[src/rtl/spi_master_pkg.sv]
package spi_master_pkg;

    typedef enum logic [2:0] {
        ST_IDLE,
        ST_LEAD,
        ST_TRAIL,
        ST_TAIL,
        ST_DONE
    } xfer_state_e;

    localparam int REG_AW = 3;

    // register addresses
    localparam logic [REG_AW-1:0] A_BAUD = 3'd0;
    localparam logic [REG_AW-1:0] A_CTRL = 3'd1;
    localparam logic [REG_AW-1:0] A_SEL  = 3'd2;
    localparam logic [REG_AW-1:0] A_STAT = 3'd3;
    localparam logic [REG_AW-1:0] A_TXB  = 3'd4;
    localparam logic [REG_AW-1:0] A_RXB  = 3'd5;

    // control bits
    localparam int C_EN   = 0;
    localparam int C_MST  = 1;
    localparam int C_CPOL = 2;
    localparam int C_CPHA = 3;
    localparam int C_WIDE = 4;

    // status bits
    localparam int S_TXE  = 0;
    localparam int S_BUSY = 1;
    localparam int S_RXF  = 2;
    localparam int S_OVR  = 3;
    localparam int S_DONE = 4;

    // select bits
    localparam int F_SELEN = 0;
    localparam int F_LVL   = 1;

endpackage

[src/rtl/spi_baud_gen.sv]
module spi_baud_gen #(
    parameter int DIV_W = 16
) (
    input  logic             clk,
    input  logic             rst_n,
    input  logic             restart,
    input  logic             run,
    input  logic [DIV_W-1:0] baud,
    output logic             tick
);
    localparam logic [DIV_W-1:0] MIN_HALF = DIV_W'(2);
    localparam logic [DIV_W-1:0] ONE      = DIV_W'(1);

    logic [DIV_W-1:0] half;
    logic [DIV_W-1:0] cnt_q;

    assign half = (baud < MIN_HALF) ? MIN_HALF : baud;

    always_ff @(posedge clk or negedge rst_n) begin
        if (!rst_n) begin
            cnt_q <= '0;
        end else if (restart) begin
            cnt_q <= half - ONE;
        end else if (run) begin
            cnt_q <= (cnt_q == '0) ? (half - ONE) : (cnt_q - ONE);
        end
    end

    assign tick = run && !restart && (cnt_q == '0);

endmodule

[src/rtl/spi_shift_engine.sv]
module spi_shift_engine
    import spi_master_pkg::*;
#(
    parameter int DATA_W  = 16,
    parameter int SHORT_W = 8
) (
    input  logic              clk,
    input  logic              rst_n,
    input  logic              start,
    input  logic [DATA_W-1:0] word_in,
    input  logic              wide,
    input  logic              cpol,
    input  logic              cpha,
    input  logic              tick,
    input  logic              miso,
    output logic              busy,
    output logic              done,
    output logic [DATA_W-1:0] rx_word,
    output logic              sclk,
    output logic              mosi
);
    localparam int CNT_W = $clog2(DATA_W + 1);
    localparam int PAD_W = DATA_W - SHORT_W;
    localparam logic [CNT_W-1:0] FULL_BITS  = CNT_W'(DATA_W);
    localparam logic [CNT_W-1:0] SHORT_BITS = CNT_W'(SHORT_W);
    localparam logic [CNT_W-1:0] ONE_BIT    = CNT_W'(1);

    xfer_state_e state_q, state_d;

    logic [DATA_W-1:0] sreg_q;
    logic [DATA_W-1:0] rreg_q;
    logic [CNT_W-1:0]  left_q;
    logic              sclk_q;
    logic              first_q;
    logic              wide_q;
    logic              cpha_q;

    // state register
    always_ff @(posedge clk or negedge rst_n) begin
        if (!rst_n) state_q <= ST_IDLE;
        else        state_q <= state_d;
    end

    // transitions
    always_comb begin
        state_d = state_q;
        unique case (state_q)
            ST_IDLE:  if (start) state_d = ST_LEAD;
            ST_LEAD:  if (tick)  state_d = ST_TRAIL;
            ST_TRAIL: if (tick)  state_d = (left_q == ONE_BIT) ? ST_TAIL : ST_LEAD;
            ST_TAIL:  if (tick)  state_d = ST_DONE;
            ST_DONE:  state_d = ST_IDLE;
            default:  state_d = ST_IDLE;
        endcase
    end

    // datapath and serial outputs
    always_ff @(posedge clk or negedge rst_n) begin
        if (!rst_n) begin
            sreg_q  <= '0;
            rreg_q  <= '0;
            left_q  <= '0;
            sclk_q  <= 1'b0;
            first_q <= 1'b0;
            wide_q  <= 1'b0;
            cpha_q  <= 1'b0;
        end else if (state_q == ST_IDLE && start) begin
            sreg_q  <= wide ? word_in : {word_in[SHORT_W-1:0], {PAD_W{1'b0}}};
            rreg_q  <= '0;
            left_q  <= wide ? FULL_BITS : SHORT_BITS;
            sclk_q  <= cpol;
            first_q <= 1'b1;
            wide_q  <= wide;
            cpha_q  <= cpha;
        end else if (state_q == ST_LEAD && tick) begin
            sclk_q  <= ~sclk_q;
            first_q <= 1'b0;
            if (!cpha_q)       rreg_q <= {rreg_q[DATA_W-2:0], miso};
            else if (!first_q) sreg_q <= {sreg_q[DATA_W-2:0], 1'b0};
        end else if (state_q == ST_TRAIL && tick) begin
            sclk_q <= ~sclk_q;
            left_q <= left_q - ONE_BIT;
            if (cpha_q) rreg_q <= {rreg_q[DATA_W-2:0], miso};
            else        sreg_q <= {sreg_q[DATA_W-2:0], 1'b0};
        end
    end

    assign busy    = (state_q != ST_IDLE);
    assign done    = (state_q == ST_DONE);
    assign mosi    = sreg_q[DATA_W-1];
    assign sclk    = busy ? sclk_q : cpol;
    assign rx_word = wide_q ? rreg_q : {{PAD_W{1'b0}}, rreg_q[SHORT_W-1:0]};

endmodule

[src/rtl/spi_master_ctrl.sv]
module spi_master_ctrl
    import spi_master_pkg::*;
#(
    parameter int DATA_W  = 16,
    parameter int SHORT_W = 8,
    parameter int DIV_W   = 16
) (
    input  logic              clk,
    input  logic              rst_n,
    input  logic              bus_we,
    input  logic              bus_re,
    input  logic [REG_AW-1:0] bus_addr,
    input  logic [DATA_W-1:0] bus_wdata,
    output logic [DATA_W-1:0] bus_rdata,
    output logic              irq,
    output logic              spi_sclk,
    output logic              spi_mosi,
    input  logic              spi_miso,
    output logic              spi_ss_n
);
    logic [DIV_W-1:0]  baud_q;
    logic              en_q, mst_q, cpol_q, cpha_q, wide_q;
    logic              selen_q, lvl_q;
    logic [DATA_W-1:0] tx_buf_q;
    logic              tx_full_q;
    logic [DATA_W-1:0] rx_buf_q;
    logic              rx_full_q;
    logic              ovr_q;
    logic              done_q;

    logic              xfer_busy;
    logic              xfer_done;
    logic              xfer_start;
    logic              tick;
    logic [DATA_W-1:0] rx_word;

    logic wr_baud, wr_ctrl, wr_sel, wr_stat, wr_tx, rd_rx;

    assign wr_baud = bus_we && (bus_addr == A_BAUD);
    assign wr_ctrl = bus_we && (bus_addr == A_CTRL);
    assign wr_sel  = bus_we && (bus_addr == A_SEL);
    assign wr_stat = bus_we && (bus_addr == A_STAT);
    assign wr_tx   = bus_we && (bus_addr == A_TXB);
    assign rd_rx   = bus_re && (bus_addr == A_RXB);

    assign xfer_start = tx_full_q && !xfer_busy && en_q && mst_q;

    // configuration registers
    always_ff @(posedge clk or negedge rst_n) begin
        if (!rst_n) begin
            baud_q  <= '0;
            en_q    <= 1'b0;
            mst_q   <= 1'b0;
            cpol_q  <= 1'b0;
            cpha_q  <= 1'b0;
            wide_q  <= 1'b0;
            selen_q <= 1'b0;
            lvl_q   <= 1'b0;
        end else begin
            if (wr_baud) baud_q <= bus_wdata[DIV_W-1:0];
            if (wr_ctrl) begin
                en_q   <= bus_wdata[C_EN];
                mst_q  <= bus_wdata[C_MST];
                cpol_q <= bus_wdata[C_CPOL];
                cpha_q <= bus_wdata[C_CPHA];
                wide_q <= bus_wdata[C_WIDE];
            end
            if (wr_sel) begin
                selen_q <= bus_wdata[F_SELEN];
                lvl_q   <= bus_wdata[F_LVL];
            end
        end
    end

    // transmit holding register
    always_ff @(posedge clk or negedge rst_n) begin
        if (!rst_n) begin
            tx_buf_q  <= '0;
            tx_full_q <= 1'b0;
        end else if (wr_tx) begin
            tx_buf_q  <= bus_wdata;
            tx_full_q <= 1'b1;
        end else if (xfer_start) begin
            tx_full_q <= 1'b0;
        end
    end

    // receive side and sticky status
    always_ff @(posedge clk or negedge rst_n) begin
        if (!rst_n) begin
            rx_buf_q  <= '0;
            rx_full_q <= 1'b0;
            ovr_q     <= 1'b0;
            done_q    <= 1'b0;
        end else begin
            if (xfer_done) begin
                rx_buf_q  <= rx_word;
                rx_full_q <= 1'b1;
            end else if (rd_rx) begin
                rx_full_q <= 1'b0;
            end
            if (xfer_done && rx_full_q)          ovr_q <= 1'b1;
            else if (wr_stat && bus_wdata[S_OVR]) ovr_q <= 1'b0;
            if (xfer_done)                        done_q <= 1'b1;
            else if (wr_stat && bus_wdata[S_DONE]) done_q <= 1'b0;
        end
    end

    // read mux
    always_comb begin
        bus_rdata = '0;
        case (bus_addr)
            A_BAUD: bus_rdata[DIV_W-1:0] = baud_q;
            A_CTRL: begin
                bus_rdata[C_EN]   = en_q;
                bus_rdata[C_MST]  = mst_q;
                bus_rdata[C_CPOL] = cpol_q;
                bus_rdata[C_CPHA] = cpha_q;
                bus_rdata[C_WIDE] = wide_q;
            end
            A_SEL: begin
                bus_rdata[F_SELEN] = selen_q;
                bus_rdata[F_LVL]   = lvl_q;
            end
            A_STAT: begin
                bus_rdata[S_TXE]  = !tx_full_q;
                bus_rdata[S_BUSY] = xfer_busy;
                bus_rdata[S_RXF]  = rx_full_q;
                bus_rdata[S_OVR]  = ovr_q;
                bus_rdata[S_DONE] = done_q;
            end
            A_TXB:   bus_rdata = tx_buf_q;
            A_RXB:   bus_rdata = rx_buf_q;
            default: bus_rdata = '0;
        endcase
    end

    assign irq      = en_q && !tx_full_q;
    assign spi_ss_n = selen_q ? lvl_q : 1'b1;

    spi_baud_gen #(.DIV_W(DIV_W)) baud_i (
        .clk     (clk),
        .rst_n   (rst_n),
        .restart (xfer_start),
        .run     (xfer_busy),
        .baud    (baud_q),
        .tick    (tick)
    );

    spi_shift_engine #(.DATA_W(DATA_W), .SHORT_W(SHORT_W)) shift_i (
        .clk     (clk),
        .rst_n   (rst_n),
        .start   (xfer_start),
        .word_in (tx_buf_q),
        .wide    (wide_q),
        .cpol    (cpol_q),
        .cpha    (cpha_q),
        .tick    (tick),
        .miso    (spi_miso),
        .busy    (xfer_busy),
        .done    (xfer_done),
        .rx_word (rx_word),
        .sclk    (spi_sclk),
        .mosi    (spi_mosi)
    );

endmodule

[config.mk]
export PLATFORM = sky130hd
export DESIGN_NAME = spi_master_ctrl
export DESIGN_NICKNAME = d
export VERILOG_FILES = /design/src/rtl/spi_master_pkg.sv /design/src/rtl/spi_baud_gen.sv /design/src/rtl/spi_shift_engine.sv /design/src/rtl/spi_master_ctrl.sv
export SDC_FILE = /design/constraint.sdc
export NUM_CORES = 1
export LEC_CHECK = 0
export BUFFER_PORTS_ARGS = -buffer_cell sky130_fd_sc_hd__buf_4
export CORE_UTILIZATION = 45
export DETAILED_ROUTE_END_ITERATION = 16
export SLEW_MARGIN = 20
export SYNTH_ARGS = -nofsm -noshare
export SYNTH_HDL_FRONTEND = slang
export SYNTH_SLANG_ARGS = --single-unit
export TNS_END_PERCENT = 10
[constraint.sdc]
create_clock -name clk -period 4.3 [get_ports clk]
set_input_delay 0.645 -clock clk [delete_from_list [all_inputs] [get_ports clk]]
set_output_delay 0.645 -clock clk [all_outputs]
set_load 0.005 [all_outputs]
## After elaboration in Yosys (flattened, before gate mapping)

Cells that the tools add are included.

| storage, ports and cells | value |
|---|---|
| register bits | 119 |
| bits of input ports | 24 |
| output and inout bits | 20 |
| logic and storage cells | 130 |

| operators by class | value |
|---|---|
| add/sub/neg operators | 3 |
| magnitude comparators | 1 |
| equal/unequal tests | 19 |
| muxes and demuxes | 45 |
| bitwise operators | 1 |
| reductions and logical operators | 38 |

Operators with widths:

| operator | number |
|---|---|
| 2-to-1 mux 16 bit | 17 |
| one-hot mux 11 bit (3 select lines) | 1 |
| subtractor 16 x 1 -> 16 bit (second input constant) | 2 |
| 2-to-1 mux 5 bit | 4 |
| logical AND 1 bit | 18 |
| zero test 16 bit | 1 |
| < comparator 16 x 2 -> 1 bit (second input constant) | 1 |
| 2-to-1 mux 1 bit | 15 |
| one-hot mux 3 bit (5 select lines) | 1 |
| nonzero test 2 bit | 7 |
| == test 3 x 2 -> 1 bit (second input constant) | 4 |
| 2-to-1 mux 3 bit | 4 |
| one-hot mux 2 bit (6 select lines) | 1 |
| one-hot mux 3 bit (4 select lines) | 1 |
| == test 3 bit (second input constant) | 3 |
| != test 3 bit (second input constant) | 3 |
| nonzero test 3 bit | 3 |
| != test 2 x 1 -> 1 bit (second input constant) | 4 |
| AND reduction 4 bit | 2 |
| == test 3 x 1 -> 1 bit (second input constant) | 2 |
| zero test 3 bit | 2 |
| == test 5 x 1 -> 1 bit (second input constant) | 1 |
| subtractor 5 x 1 -> 5 bit (second input constant) | 1 |
| zero test 1 bit | 3 |
| 6 further kinds | 6 |

## Depth between registers and ports, before layout

Gate-level depths: netlist of the first run.

| logic depth | value |
|---|---|
| word-level depth | 12 |
| mapped depth | 11 |
| gate-level depth less buffers | 10 |

## Modules after synthesis

Synthesis of the first run repeated with hierarchy kept, for this count alone.

| second synthesis, totals | value |
|---|---|
| cells, all modules | 626 |
| area total of the unflattened synthesis | 6617.6 µm² |

By module, submodules not included:

| module | times used | cells each | area each (µm²) | sequential area each (µm²) |
|---|---|---|---|---|
| spi_master_ctrl | 1 | 210 | 2802.7 | 1476.4 |
| spi_shift_engine | 1 | 245 | 2383.5 | 1101.1 |
| spi_baud_gen | 1 | 171 | 1431.4 | 400.4 |

## Least setup slack after synthesis of the first run

Ideal clock, no wire load.

| timing path | value |
|---|---|
| path type | flip-flop to flip-flop |
| start | register baud_q[8] |
| end | register baud_i.cnt_q[10] |
| library setup time | 0.126 ns |
| data arrival time | 3.350 ns |
| required time | 4.174 ns |
| slack | 0.824 ns |
| stages on the path, launching flop included | 11 |
| buffers on the path | 0 |
| clock period less this slack | 3.476 ns |
| cells stage by stage | dfrtp_1 -> nor4_1 -> nand4_1 -> or3_1 -> nand2_1 -> ha_1 -> or4b_1 -> or3_1 -> or4_1 -> xnor2_1 -> a221o_1 |

| on the way | value |
|---|---|
| longest elaborated chain between the ends | 6 |

Ends and longest elaborated chain:

| what | line | text |
|---|---|---|
| start, declared | spi_master_ctrl.sv:21 | `logic [DIV_W-1:0] baud_q;` |
| start signal, assigned | spi_master_ctrl.sv:60 | `if (wr_baud) baud_q <= bus_wdata[DIV_W-1:0];` |
| < comparator 16 x 2 -> 1 bit | spi_baud_gen.sv:17 | `assign half = (baud < MIN_HALF) ? MIN_HALF : baud;` |
| 2-to-1 mux 16 bit (*) | spi_baud_gen.sv:17 |  |
| subtractor 16 x 1 -> 16 bit (*) | spi_baud_gen.sv:23, spi_baud_gen.sv:25 |  |
| 2-to-1 mux 16 bit | spi_baud_gen.sv:25 | `cnt_q <= (cnt_q == '0) ? (half - ONE) : (cnt_q - ONE);` |
| 2-to-1 mux 16 bit | spi_baud_gen.sv:24 | `end else if (run) begin` |
| 2-to-1 mux 16 bit (*) | spi_baud_gen.sv:22 | `end else if (restart) begin` |
| end signal, assigned | spi_baud_gen.sv:23 | `cnt_q <= half - ONE;` |
| end signal, assigned | spi_baud_gen.sv:25 |  |
| end, declared | spi_baud_gen.sv:15 | `logic [DIV_W-1:0] cnt_q;` |

Mark *: on every way between the ends. The rest lies on a longest branch, timed or not. The select of a mux whose other input is x is not followed.
A chain may end at the register's enable or synchronous reset.

## Worst setup path after layout of the first run

Ends and elaborated chain as after synthesis.

==> flow_summary.yaml, run 1 <==
worst_setup_path:
  critPathMaxFanout: 7
  critPathLaunchType: "flip-flop"
  r2r-start: "baud_q[8]"
  crit_path_start: "baud_q[8]"
  worstSetupPathType: "reg -> reg"
  cpPeakStageDelay_ns: 0.50
  required_ns: 4.60
  arrival_ns: 4.26
  crit_chain: "nor4_1 -> nand4_1 -> or3_1 -> nand2_1 -> ha_1 -> or4b_1 -> or3_1 -> or4_1 -> xnor2_1 -> a221o_1"
  path_common_cell: "or3_1"
  crit_slowest_cell: "nor4_1"
  cp-end-kind: "flip-flop"
detailed_routing:
  viasPerCell: 5.84
  num_vias: 5102
  drtAntennaViolNets: 0
  drt-initial-drc-count: 465
  finalWirelength_um: 16800
  wl_per_cell_um: 19.2
  drtPass1Iterations: 6
  drcViolationCount: 0
floorplanning:
  die_area_mm2: 0.0143
  dieHeight_um: 120
  ios: 44
  start_util: 0.466
  core_mm2: 0.0133
  num_rows: 42
  die_x_um: 120
power:
  p_per_area_mw_per_mm2: 542
  ir_drop_mv: 0.272
  p_leak_nw: 3.22
cts:
  clk_latency_ns: 0.42
  cts_setup_buffers: 0
  cts_max_level: 4
  cts.clk_slew.worst_paths_ns: 0.06
  ctsResizeCount: 0
  cts_sinks: 119
  root_buffer: "clkbuf_16"
  cts_tree: "yes"
  cts_max_path_buffers: 2
  cts.hold.buffers_added: 0
  cts_buffers: 17
timing:
  rsz0062_at_grt: "false"
  final_hold_viol_count: 0
  worstMarginPinSlew_ns: 0.976
  period_share: 0.920
  fin_crit_ns: 3.96
  clock_skew_ns: 0.0130
  slew_headroom: 0.348
  fmaxAchievable_mhz: 253
  slew_violations: 0
  setup_violations: 0
  tns_ns: 0
layout:
  finalNetCount: 714
  fin_area_mm2: 0.00736
  final_util: 0.551
  fill_cells: 1234
  area.growth.synth_to_final_pct: 18.2
  layout-drive-gt1-share: 0.205
  diodes: 0
place:
  place_area_mm2: 0.00668
  dp_hpwl_um: 11600
  place.gp.congestion: 0.911
  io_buffers: 43
synthesis:
  yosysSeqAreaShare: 0.479
  ys_async_sr_fraction: 1.00
  synth_seq_cells: 119
  synthCells: 654
  synth_edf_count: 0
  ys_types: 54
  synth_nets: 683
  syn_area_mm2: 0.00622
  yosysWarnings: 0
  synth_ff_type: "dfrtp_1"
  synth.avg_cell_area_um2: 9.51
global_routing:
  grt_usage: 0.249
  grt_max_degree: 65
  antenna_found_initial: 0
  overflow: 0
  grt_pass1_wl_um: 27100
  grt_pass1_vias: 4918
run_status:
  status: "complete, no violations"
job:
  cap_violations: 0
hold_path:
  hp-class: "in -> async"
[synth_stat cells, drive strengths merged, types with 4 or more instances]
cell type	n	share of area
ha	5	0.010
o21ai	55	0.044
and2	5	0.0050
mux2i	24	0.039
nand2b	7	0.0070
nor3	13	0.010
xor2	8	0.011
a211oi	4	0.0048
nand4b	4	0.0056
nor4	13	0.013
nand4	8	0.0080
nand3	16	0.014
inv	11	0.0066
mux2	48	0.087
o211ai	5	0.0060
nor3b	4	0.0048
a221o	4	0.0064
clkbuf	29	0.017
a21oi	41	0.034
o22ai	6	0.0060
dfrtp	119	0.48
buf	11	0.0078
or3	9	0.0090
nand2	97	0.059
a31oi	4	0.0040
nor2b	6	0.0060
and3	9	0.0090
nor2	53	0.032
or4	7	0.0084
[kinds of logic (layout without fill, tap and decap cells)]
group	after synthesis	in the layout	share of synthesized area
AOI/OAI and AO/OA	138	138	0.131
muxes	74	74	0.133
buffers and inverters	51	95	0.0320
DFF	119	119	0.479
adders and majority gates	5	5	0.0101
xor gates and xnor gates	11	11	0.0155
and+or+nand+nor	256	256	0.200
[path summary, 6_finish.rpt]
kind,depth (start not counted),to,slack (ns)
worst max-delay path,10,baud_i.cnt_q[10],0.34
max in group asynchronous,2,baud_q[5],3.02
worst min register to register,2,done_q,0.48
min in group clk,3,shift_i.rreg_q[0],0.43
worst max register to register,10,baud_i.cnt_q[10],0.34
worst min-delay path,1,baud_i.cnt_q[7],0.31
[critical path: cells and delay by family (launching register included)]
| kind | cells | cell delay [ns] |
|---|---|---|
| compound gates | 1 | 0.29 |
| xor+xnor | 1 | 0.15 |
| fa+ha+maj | 1 | 0.20 |
| flops | 1 | 0.45 |
| simple gates | 7 | 2.76 |
[stage by stage]
| step | power (mW) | setup WS [ns] | instances | hold slack (ns) |
|---|---|---|---|---|
| floorplan | 2.10 | 0.824 | 654 | 0.349 |
| detailed placement | 2.41 | 0.443 | 841 | 0.461 |
| finish | 3.99 | 0.343 | 874 | 0.313 |
| global route | 4.18 | 0.0794 | 874 | 0.379 |
| global placement | 2.38 | 0.577 | 841 | 0.459 |
| CTS | 4.00 | 0.420 | 873 | 0.356 |
[flip-flops by register name, indices dropped and copies added, names as in the netlist, 3 cells and up]
| signal | count |
|---|---|
| shift_i.left_q | 5 |
| shift_i.state_q | 3 |
| baud_q | 16 |
| shift_i.sreg_q | 16 |
| rx_buf_q | 16 |
| shift_i.rreg_q | 16 |
| tx_buf_q | 16 |
| baud_i.cnt_q | 16 |
[metal layers]
metal	global-route usage	up-vias	routed length (um)
li1	-	2397	-
met1	0.337	2510	7570
met2	0.395	167	8000
met3	0.0447	28	784
met4	0.104	0	402
met5	0	-	0
[power breakdown]
part | internal, mW | leakage (nW) | total (mW) | switching, mW
Combinational | 0.377 | 1.36 | 0.795 | 0.418
Clock | 1.03 | 0.315 | 1.58 | 0.542
Sequential | 1.33 | 1.54 | 1.62 | 0.288
[layout make-up]
cell class,count,area [um2],area share
multi-input cells,484,3060,0.416
flip-flops and latches,119,2980,0.405
clock buffers,18,429,0.0583
repair buffers,52,403,0.0548
clock inverters,14,224,0.0304
well taps,176,220,0.0299
inverters,11,41.3,0.00561
[layout by cell type (no fill, tap or decap), types with 3 or more instances in the layout]
cell,count
nor4_1,13
nand2_1,97
o21ai_1,11
a22o_1,3
bufinv_16,5
nor3b_1,4
nand4_1,8
o22ai_1,6
nand4b_1,4
a21oi_1,40
a221o_1,4
mux2_2,48
buf_4,51
nor2_1,52
mux2i_1,24
xnor2_1,3
a21o_1,3
o211ai_1,5
nor3_1,11
clkbuf_16,17
and3_1,9
dfrtp_1,119
a31oi_1,3
a211oi_1,4
clkinv_4,5
nor2b_1,6
or3_1,9
nand3_1,15
o21ai_0,44
xor2_1,8
or4_1,7
inv_1,11
nand2b_1,7
and2_1,4
ha_1,5
No activity file was read; power rests on OpenSTA's default activity.
==> run 2, diff against run 1 <==
CORE_UTILIZATION = 60   (was 45)
PLACE_DENSITY = 0.79   (was not set)
clock period = 4.4 ns   (was 4.3 ns; I/O delays follow)
==> run 2 against run 1 <==
  * Sequential power hardly changed
  * Worst setup slack better by 0.13 ns
  * Largest power group unchanged
  * Utilization is 18 points higher
==> flow_summary.yaml, run 2 (synthesis gave the netlist of run 1 again) <==
timing:
  slew_violations: 0
  tns_ns: 0
  fin_crit_ns: 3.93
  fmaxAchievable_mhz: 255
  setup_violations: 0
  final_hold_viol_count: 0
  period_share: 0.893
  worstMarginPinSlew_ns: 1.19
  slew_headroom: 0.202
  clock_skew_ns: 0.00883
  rsz0062_at_grt: "false"
layout:
  final_util: 0.733
  finalNetCount: 712
  final_common_cell: "dfrtp_1"
  layout-drive-gt1-share: 0.204
  area.growth.synth_to_final_pct: 16.8
  final_cell_mix: "119 x dfrtp_1, 97 x nand2_1, 52 x nor2_1, 49 x buf_4, 48 x mux2_2"
  diodes: 0
floorplanning:
  num_rows: 36
  ios: 44
  core_mm2: 0.00991
  dieHeight_um: 104
  start_util: 0.628
  die_area_mm2: 0.0108
  die_x_um: 104
worst_setup_path:
  crit_path_end: "baud_i.cnt_q[10]"
  worstSetupPathType: "reg -> reg"
  required_ns: 4.83
  ff2ff_path_depth: 10
  critPathMaxFanout: 7
  crit_path_start: "baud_q[8]"
  r2r-start: "baud_q[8]"
  r2r_slack_ns: 0.47
  critPathLaunchType: "flip-flop"
  arrival_ns: 4.35
  r2r-end: "baud_i.cnt_q[10]"
  cp-end-kind: "flip-flop"
place:
  dp_hpwl_um: 11700
  place.gp.congestion: 0.899
  io_buffers: 43
power:
  p_leak_nw: 3.19
  ir_drop_mv: 0.404
  p_per_area_mw_per_mm2: 528
job:
  cap_violations: 0
cts:
  cts_tree: "yes"
  clk_latency_ns: 0.55
  root_buffer: "clkbuf_8"
  cts_max_level: 4
  cts_buffers: 17
  cts.clk_slew.worst_paths_ns: 0.06
  cts.hold.buffers_added: 0
  cts_setup_buffers: 0
  cts_sinks: 119
  ctsResizeCount: 0
  cts_max_path_buffers: 2
run_status:
  status: "complete, no violations"
global_routing:
  grt_usage: 0.340
  grt_max_degree: 79
  antenna_found_initial: 0
  grt_pass1_wl_um: 27900
  overflow: 0
  grt_pass1_vias: 5287
detailed_routing:
  finalWirelength_um: 17000
  wl_per_cell_um: 20.5
  drtAntennaViolNets: 0
  viasPerCell: 6.28
  num_vias: 5209
  drtPass1Iterations: 5
  drt-initial-drc-count: 417
  drcViolationCount: 0
hold_path:
  hp-class: "in -> async"
## run 2: layer usage
layer | routed length (um) | GRT usage | part of all wire | vias up
met5 | 0 | 0 | 0 | -
met4 | 524 | 0.152 | 0.031 | 0
met3 | 960 | 0.0780 | 0.056 | 44
met2 | 8490 | 0.569 | 0.50 | 211
met1 | 7060 | 0.421 | 0.41 | 2548
li1 | - | - | - | 2406
## run 2: through the flow
stage                     setup WS, ns  instances  total power, mW  hold slack (ns)  cell area (um2)
after floorplan                  0.924        654             2.05            0.364             6220
after global placement           0.592        797             2.32            0.459             6620
after detailed placement         0.545        797             2.35            0.468             6620
after CTS                        0.510        829             3.83            0.323             7260
after global routing             0.211        829             4.01            0.215             7270
final                            0.472        829             3.84            0.144             7270
## run 2: cell type report
cell class                 instances  area (um2)
clock buffer                      19         442
clock inverter                    13         191
fill                             730        2640
inverter                          11        41.3
multi-input combinational        484        3070
sequential                       119        2980
tap                              133         166
timing repair buffer              50         379
## run 2: power breakdown
group / switching (mW) / total (mW) / internal [mW]
registers: 0.291 / 1.59 / 1.30
clock network: 0.527 / 1.48 / 0.955
logic: 0.402 / 0.768 / 0.366
total: 1.22 / 3.84 / 2.62
## run 2: worst min path at each step
stage	startpoint	endpoint	slack, ns	cells after the start
final	rst_n	baud_i.cnt_q[11]	0.14	1
after global routing	rst_n	baud_i.cnt_q[8]	0.21	1
after CTS	spi_miso	shift_i.rreg_q[0]	0.32	3
after detailed placement	done_q	done_q	0.47	2
after global placement	done_q	done_q	0.46	2
after floorplan	rst_n	baud_i.cnt_q[0]	0.36	0
## run 2: worst max-delay path, stage by stage, from the launching register on
cell	delay, ns
dfrtp_1	0.46
nor4_1	0.48
nand4_1	0.34
or3_1	0.41
nand2_1	0.11
ha_1	0.22
or4b_1	0.49
or3_1	0.41
or4_1	0.44
xnor2_1	0.15
a221o_1	0.30
==> run 3, diff against run 2 <==
CORE_UTILIZATION = 28   (was 60)
PLACE_DENSITY = not set   (was 0.79)
==> run 3 against run 2 <==
  * Combinational power is 2% lower
  * Utilization decreased by 39 points
  * Flip-flop and latch count unchanged
  * Hold slack improved by 0.11 ns
==> flow_summary.yaml, run 3 (synthesis gave the netlist of run 1 again) <==
floorplanning:
  num_rows: 54
  dieHeight_um: 151
  die_x_um: 151
  die_area_mm2: 0.0228
  start_util: 0.285
  core_mm2: 0.0218
  ios: 44
cts:
  cts_max_path_buffers: 2
  ctsResizeCount: 0
  cts.hold.buffers_added: 0
  cts_max_level: 4
  root_buffer: "clkbuf_16"
  cts_setup_buffers: 0
  cts_tree: "yes"
  cts_sinks: 119
  clk_latency_ns: 0.42
  cts_buffers: 17
  cts.clk_slew.worst_paths_ns: 0.06
timing:
  clock_skew_ns: 0.0125
  tns_ns: 0
  fin_crit_ns: 3.67
  slew_headroom: 0.277
  final_hold_viol_count: 0
  rsz0062_at_grt: "false"
  worstMarginPinSlew_ns: 1.08
  fmaxAchievable_mhz: 272
  slew_violations: 0
  period_share: 0.834
  setup_violations: 0
worst_setup_path:
  cp-end-kind: "flip-flop"
  arrival_ns: 3.97
  worstSetupPathType: "reg -> reg"
  critPathMaxFanout: 7
  critPathLaunchType: "flip-flop"
  required_ns: 4.70
global_routing:
  grt_max_degree: 72
  overflow: 0
  grt_pass1_vias: 4994
  grt_pass1_wl_um: 27600
  antenna_found_initial: 0
  grt_usage: 0.161
layout:
  final_common_cell: "dfrtp_1"
  diodes: 0
  fill_cells: 2211
  final_cell_mix: "119 x dfrtp_1, 97 x nand2_1, 52 x nor2_1, 50 x buf_4, 48 x mux2_2"
  final_util: 0.340
  final_cells: 977
  layout-drive-gt1-share: 0.205
  area.growth.synth_to_final_pct: 19.2
  finalNetCount: 713
place:
  dp_hpwl_um: 11900
  dp_cells: 945
  io_buffers: 43
  place.gp.congestion: 0.853
detailed_routing:
  viasPerCell: 5.15
  drtAntennaViolNets: 0
  wl_per_cell_um: 17.1
  num_vias: 5035
  drt-initial-drc-count: 413
  finalWirelength_um: 16700
  drcViolationCount: 0
  drtPass1Iterations: 5
job:
  cap_violations: 0
power:
  ir_drop_mv: 0.314
  p_leak_nw: 3.17
  power_mw: 3.73
  p_per_area_mw_per_mm2: 503
hold_path:
  hp-class: "in -> async"
run_status:
  status: "complete, no violations"
run 3: path summary, 6_finish.rpt:
path | from | to | slack (ns) | cells after the start
setup / recovery | baud_q[8] | baud_i.cnt_q[10] | 0.73 | 10
hold / removal | rst_n | shift_i.rreg_q[10] | 0.25 | 1
setup reg to reg | baud_q[8] | baud_i.cnt_q[10] | 0.73 | 10
hold reg to reg | shift_i.sreg_q[8] | shift_i.sreg_q[8] | 0.48 | 2
max in group asynchronous | rst_n | baud_i.cnt_q[9] | 3.31 | 2
min in group clk | spi_miso | shift_i.rreg_q[0] | 0.44 | 3
run 3: critical path: stages, from the launching register on:
cell and delay [ns]:
dfrtp_1 0.44, nor4_1 0.50, nand4_1 0.18, or3_1 0.36, nand2_1 0.10, ha_1 0.19
or4b_1 0.50, or3_1 0.40, or4_1 0.43, xnor2_1 0.14, a221o_1 0.29
run 3: per-stage QoR:
stage | hold WS [ns] | cell area (um2) | worst slack, ns
floorplan | 0.364 | 6220 | 0.924
global placement | 0.463 | 6830 | 0.768
detailed placement | 0.471 | 6830 | 0.701
CTS | 0.277 | 7420 | 0.723
global route | 0.297 | 7420 | 0.448
finish | 0.254 | 7420 | 0.729
run 3: power by group:
group	leakage, nW	total (mW)	internal [mW]	switching [mW]
Sequential	1.54	1.58	1.30	0.281
Combinational	1.35	0.753	0.367	0.386
Clock	0.278	1.40	0.843	0.560
Total	3.17	3.73	2.51	1.23
run 3: cell type report:
| cell class | count | area (um2) | area share |
|---|---|---|---|
| Timing Repair Buffer | 51 | 395 | 0.0533 |
| Tap cell | 280 | 350 | 0.0472 |
| Sequential cell | 119 | 2980 | 0.401 |
| Multi-Input combinational cell | 484 | 3060 | 0.413 |
| Clock buffer | 17 | 425 | 0.0574 |
| Inverter | 11 | 41.3 | 0.00557 |
| Clock inverter | 15 | 165 | 0.0223 |
run 3: per-layer routing:
layer	global-route usage	share of wire	vias to the layer above
met5	0	0	-
met4	0.0480	0.018	0
met3	0.0422	0.048	19
met2	0.247	0.46	160
met1	0.221	0.48	2450
li1	-	-	2406
